$ cat src/rtl/dac_bank_dbuf.sv
module dac_bank_dbuf #(
  parameter int NUM_PINS = 16,
  parameter int CODE_W   = 8,
  parameter int ADDR_W   = 11
) (
  input  logic                       clk,
  input  logic                       rst_n,
  input  logic [ADDR_W-1:0]          bus_addr,
  input  logic [7:0]                 bus_data,
  input  logic                       bus_ce_n,
  input  logic                       bus_wr_n,
  output logic [NUM_PINS*CODE_W-1:0] pin_code,
  output logic [CODE_W-1:0]          supply_code,
  output logic [NUM_PINS*CODE_W-1:0] pin_tenths
);
  localparam int WIN_BITS  = 4;
  localparam int IDX_W     = (NUM_PINS > 1) ? $clog2(NUM_PINS) : 1;
  localparam logic [ADDR_W-1:0] PIN_SPAN = ADDR_W'(NUM_PINS << WIN_BITS);
  localparam logic [ADDR_W-8:0] ANA_PAGE = (ADDR_W-7)'(6);

  logic wr_q;
  logic wr_stb, in_ana, pin_hit, sup_hit, xfer_hit;
  logic [IDX_W-1:0] pin_idx;
  logic [NUM_PINS-1:0][CODE_W-1:0] pin_in, pin_out;
  logic [CODE_W-1:0] sup_in, sup_out;

  always_ff @(posedge clk or negedge rst_n)
    if (!rst_n) wr_q <= 1'b0;
    else        wr_q <= bus_wr_n;

  assign wr_stb   = wr_q & ~bus_wr_n & ~bus_ce_n;
  assign in_ana   = bus_addr[ADDR_W-1:7] == ANA_PAGE;
  assign pin_hit  = wr_stb & (bus_addr < PIN_SPAN) & (bus_addr[1:0] == 2'b11);
  assign pin_idx  = bus_addr[WIN_BITS +: IDX_W];
  assign sup_hit  = wr_stb & in_ana & ~bus_addr[3] & bus_addr[2] & bus_addr[0];
  assign xfer_hit = wr_stb & in_ana & (bus_addr[3:2] == 2'b10);

  always_ff @(posedge clk) begin
    if (sup_hit)  sup_in  <= bus_data[CODE_W-1:0];
    if (xfer_hit) sup_out <= sup_in;
  end

  for (genvar i = 0; i < NUM_PINS; i++) begin : g_chan
    always_ff @(posedge clk) begin
      if (pin_hit && pin_idx == IDX_W'(i)) pin_in[i] <= bus_data[CODE_W-1:0];
      if (xfer_hit) pin_out[i] <= pin_in[i];
    end
    assign pin_code[i*CODE_W +: CODE_W]   = pin_out[i];
    assign pin_tenths[i*CODE_W +: CODE_W] = (pin_out[i] < CODE_W'(5)) ? '0 : pin_out[i] - CODE_W'(5);
  end

  assign supply_code = sup_out;
endmodule


$ cat config.mk
export PLATFORM = sky130hd
export DESIGN_NAME = dac_bank_dbuf
export DESIGN_NICKNAME = d
export VERILOG_FILES = /design/src/rtl/dac_bank_dbuf.sv
export SDC_FILE = /design/constraint.sdc
export NUM_CORES = 1
export LEC_CHECK = 0
export CORE_MARGIN = 2
export CORE_UTILIZATION = 40
export CTS_BUF_LIST = sky130_fd_sc_hd__clkbuf_4 sky130_fd_sc_hd__clkbuf_8 sky130_fd_sc_hd__clkbuf_16
export DETAILED_ROUTE_END_ITERATION = 12
export PLACE_DENSITY = 0.67
export SYNTH_ARGS = -nofsm -noshare
export SYNTH_HDL_FRONTEND = slang
export SYNTH_SLANG_ARGS = --single-unit
$ cat constraint.sdc
create_clock -name clk -period 33.8 [get_ports clk]
set_clock_uncertainty 0.15 [all_clocks]
set_input_delay 8.45 -clock clk [delete_from_list [all_inputs] [get_ports clk]]
set_output_delay 8.45 -clock clk [all_outputs]
set_load 0.03 [all_outputs]
* Word level (Yosys, flattened, before mapping)
Cells that the tools add are included.
Storage, ports and cells: flip-flop bits (word level) 273, input port bits 23, logic and storage cells 131
Cells by class: add/sub/neg operators 16, order comparisons 17, equal/unequal tests 18, mux-type cells 16, bitwise operators 12, reductions and logical operators 17
Operator list (count):
- < comparator 8 x 3 -> 1 bit, second input constant | 16
- 2-to-1 mux 8 bit | 16
- subtractor 8 x 3 -> 8 bit, second input constant | 16
- equality test 4 bit, second input constant | 8
- equality test 4 x 3 -> 1 bit, second input constant | 5
- logical AND 1 bit | 16
- < comparator 11 x 9 -> 1 bit, second input constant | 1
- bitwise AND 1 bit | 9
- equality test 4 x 2 -> 1 bit, second input constant | 2
- equality test 2 bit, second input constant | 2
- equality test 4 x 1 -> 1 bit, second input constant | 1
- logical NOT 4 bit | 1
- NOT 1 bit | 3

* Logic depth before layout (Yosys ltp)
depth after elaboration 7, gate-level depth with buffers 5, gate-level depth less buffers 5

* Least setup slack after synthesis
No wires, ideal clock.
kind input -> register, start input bus_wr_n, end register pin_out, in the netlist pin_code[0], enable pin, library setup time 0.828 ns, arrival time 18.923 ns, slack 13.899 ns, cell stages on the path 3, path buffers 0, cell sequence nor4b_2 > nand4b_1 > nor3b_1
Between the ends: longest elaborated chain between the ends 5
RTL lines:
- from (decl) | RTL line 11 | input logic bus_wr_n,
- NOT 1 bit | RTL line 31 | assign wr_stb = wr_q & ~bus_wr_n & ~bus_ce_n;
- bitwise AND 1 bit (2 in series) | RTL line 31
- bitwise AND 1 bit (2 in series) | RTL line 36 | assign xfer_hit = wr_stb & in_ana & (bus_addr[3:2] == 2'b10);
- via xfer_hit | RTL line 22 | logic wr_stb, in_ana, pin_hit, sup_hit, xfer_hit;
- to (signal, indexed assignment) | RTL line 46 | if (xfer_hit) pin_out[i] <= pin_in[i];
- to (decl) | RTL line 24 | logic [NUM_PINS-1:0][CODE_W-1:0] pin_in, pin_out;
The timed path passes the listed nets, and every way through them passes these cells. A chain may end at the register's enable or synchronous reset.

* Worst setup path in the final report
start input bus_wr_n, end register pin_out, in the netlist pin_code[103], enable pin
The elaborated chain is that of the path after synthesis.

==> flow_summary.ini <==
[timing]
rsz0062_at_grt = no
period_needed_ns = 11.37
timing.final.crit_share_pct = 33.6
whs_ns = 0.265
tns_ns = 0
final-max-slew-violation-count = 0
clock.fmax_ghz = 0.0879
finalHoldViolCount = 0
tightest_slew_ns = 1.32
slew_headroom_pct = 11.3
finalSetupViolCount = 0

[grt]
grt_pass1_wl_microns = 37900
grt_max_degree = 70
top_usage_layer = met2
met3_usage_pct = 2.62
use_met1_pct = 21.5
grt_use_total_pct = 16.7
met2_usage_pct = 29.0
antenna_found_initial = 0
grt_overflow = 0
grt_pass1_vias = 6980

[floorplanning]
die_y_microns = 171
dieWidth_microns = 171
rows = 61
core_area_sq_um = 27600
die_area_sq_um = 29300
initial_utilization_pct = 40.5
ios = 287

[cts]
cts_sinks = 273
cts.repair.resized = 0
cts_tree = built
cts-root-buf = clkbuf_16
cts_max_path_buffers = 3
cts_buffers = 25
cts_hold_buf = 0
cts_setup_buffers = 0
cts_htree_levels = 1
insertion_delay_ns = 0.50
cts.clk_slew.worst_paths_ns = 0.06

[synthesis]
synth_seq_cells = 273
ys_async_sr_fraction_pct = 0.366
synthCells = 766
synth-edff-count = 272
syn-num-nets = 805
netlist_area_sq_um = 11200
yosysSeqAreaShare_pct = 73.2
synth_ff_type = edfxtp_1
yosys_warnings = 0
synth.avg_cell_area_sq_um = 14.6
yosys.cell_types.count = 48

[setup_path]
worstPathRequired_ns = 33.78
worstSetupPathType = input pin to register
crit_path_end_kind = register
critPathMostFrequentCell = buf_4
reg2reg_from = wr_q$_DFF_PN0_
cpPeakStageDelay_ns = 0.79
startpoint_type = input pin
cp_slowest_cell = buf_4
rrSetupSlack_ns = 30.57
r2r-end = pin_code[103]$_DFFE_PP_
worstPathArrival_ns = 11.35
cp_max_fo = 69
r2r.worst_path.cells = 5
critical_path.cell_chain = clkdlybuf4s50_1 > nor4b_2 > nand4b_1 > nor3b_2 > buf_4 > buf_4

[place]
gp_congestion = 0.821
dp.final_hpwl_microns = 17500
place_area_sq_um = 14500
io_buffer_count = 286

[drt]
viasPerCell = 4.96
dr.pass1.iters = 5
wire_per_inst_microns = 17.1
drtIter0Drc = 420
routed_wl_microns = 25300
drcViolationCount = 0
vias = 7322
final_antenna_net_count = 0

[layout]
syn2layout_area_growth_pct = 37.4
nets = 1119
drive_above_1_share_pct = 7.65
stdcell_area_sq_um = 15400
num_antenna_cells = 0

[power]
power_frac_clock_pct = 42.5
p_switching_mw = 0.119
ir_worst_vdd_mv = 0.0285
p_int_mw = 0.541
cellPowerDensity_nw_per_um2 = 43.0
p_total_mw = 0.661
swShare_pct = 18.1
p_leak_nw = 5.24
power_frac_seq_pct = 56.0
combPwrFrac_pct = 1.5

[run]
maxCapViolations = 0

[worst_hold_path]
hold_start = pin_in[8]$_DFFE_PP_
min_to = pin_code[8]$_DFFE_PP_
holdCritPathClass = register to register
whs_path_depth = 0

[status]
status = finished, final reports clean
-- synth_stat cells, types with 2 or more instances --
cell type  count  area [sq um]
o31ai_1        8          60.1
a21bo_2        2          20.0
nor2b_1       37           231
nand2b_1      16           100
a32o_1         3          30.0
or2_2          2          12.5
nand2_1       36           135
mux2i_1        3          30.0
nand4_1        2          12.5
nor3b_1        3          22.5
ha_1          16           200
nand4b_1       3          26.3
o21ai_0       39           195
or4b_1         3          30.0
and3_1         6          37.5
a21oi_1       22           110
o311ai_0       2          17.5
a22o_1         2          17.5
xnor2_1       15           131
nand3b_1       6          45.0
o41ai_1        4          35.0
o21a_1         3          22.5
nand3_1        4          20.0
a31oi_1        3          18.8
nor2_1        99           372
xor2_1         8          70.1
edfxtp_1     272          8170
or3_1          5          31.3
or4_1         17           128
mux2_2        26           293
and4b_1        2          20.0
inv_1         35           131
nor3_2         2          20.0
nor3_1        40           200
nor4_1         7          43.8
-- cell usage in the layout (no fill, tap or decap), drive strengths merged, types with 8 or more instances in the layout --
cell           Yosys  final
clkdlybuf4s50      0    286
edfxtp           272    272
nor2              99     99
nor3              42     42
o21ai             40     40
nor2b             37     37
nand2             36     36
inv               35     35
clkbuf             1     28
mux2              27     27
a21oi             22     22
or4               18     18
nand2b            17     17
ha                16     16
xnor2             15     15
clkinv             0     11
o31ai              8      8
xor2               8      8
nor4               8      8
-- kinds of logic after synthesis --
logic type               synth area share, %
AND/OR/NAND/NOR                         14.0
flip-flops                              73.2
AO/OA/AOI/OAI                           5.01
buffers and inverters                   1.21
multiplexers                            3.02
XOR/XNOR                                1.80
adder cells (fa/ha/maj)                 1.79
-- power by group through the flow --
stage | clock [mW] | sequential [mW] | combinational [mW]
global placement | 0 | 0.377 | 0.00990
floorplan | 0 | 0.377 | 0.00152
CTS | 0.286 | 0.370 | 0.0101
detailed placement | 0 | 0.377 | 0.0100
finish | 0.281 | 0.370 | 0.00977
global route | 0.302 | 0.370 | 0.0105
-- metal layers --
metal  share of wire (%)  wire (microns)
met1                  43           10800
met2                  50           12600
met3                 5.2            1320
met4                 2.2             549
met5                   0               0
-- registers in the layout, summed over array words and instances, names as in the netlist --
signal	count
pin_code	128
pin_in	128
sup_in	8
supply_code	8
wr_q	1
-- final cells by class --
cell class / count / area (sq um)
Clock buffer: 28 / 648
Fill cell: 2311 / 12200
Inverter: 35 / 131
Timing Repair Buffer: 288 / 2880
Clock inverter: 17 / 184
Tap cell: 378 / 473
Multi-Input combinational cell: 457 / 2870
Sequential cell: 273 / 8190
-- critical path: cells and delay by family --
kind	cells	cell delay (ns)
buffers and inverters	3	1.91
and+or+nand+nor	3	0.93
-- metrics by stage --
step / setup slack [ns] / util (%) / instances
after floorplan: 13.90 / - / 766
after global placement: 21.92 / 52.7 / 1431
after detailed placement: 21.86 / 52.7 / 1431
after CTS: 22.36 / 55.7 / 1476
after global routing: 22.22 / 55.7 / 1476
final: 22.43 / 55.7 / 1476
-- how the worst max path moves through the flow --
stage                     slack [ns]  startpoint                       to  cells after the start
final                          22.43    bus_wr_n  pin_code[103]$_DFFE_PP_                      6
after floorplan                13.90    bus_wr_n    pin_code[0]$_DFFE_PP_                      3
after global placement         21.92    bus_wr_n   pin_code[64]$_DFFE_PP_                      6
after CTS                      22.36    bus_wr_n   pin_code[99]$_DFFE_PP_                      6
after global routing           22.22    bus_wr_n  pin_code[103]$_DFFE_PP_                      6
after detailed placement       21.86    bus_wr_n   pin_code[64]$_DFFE_PP_                      6
No activity file was read; power rests on OpenSTA's default activity.
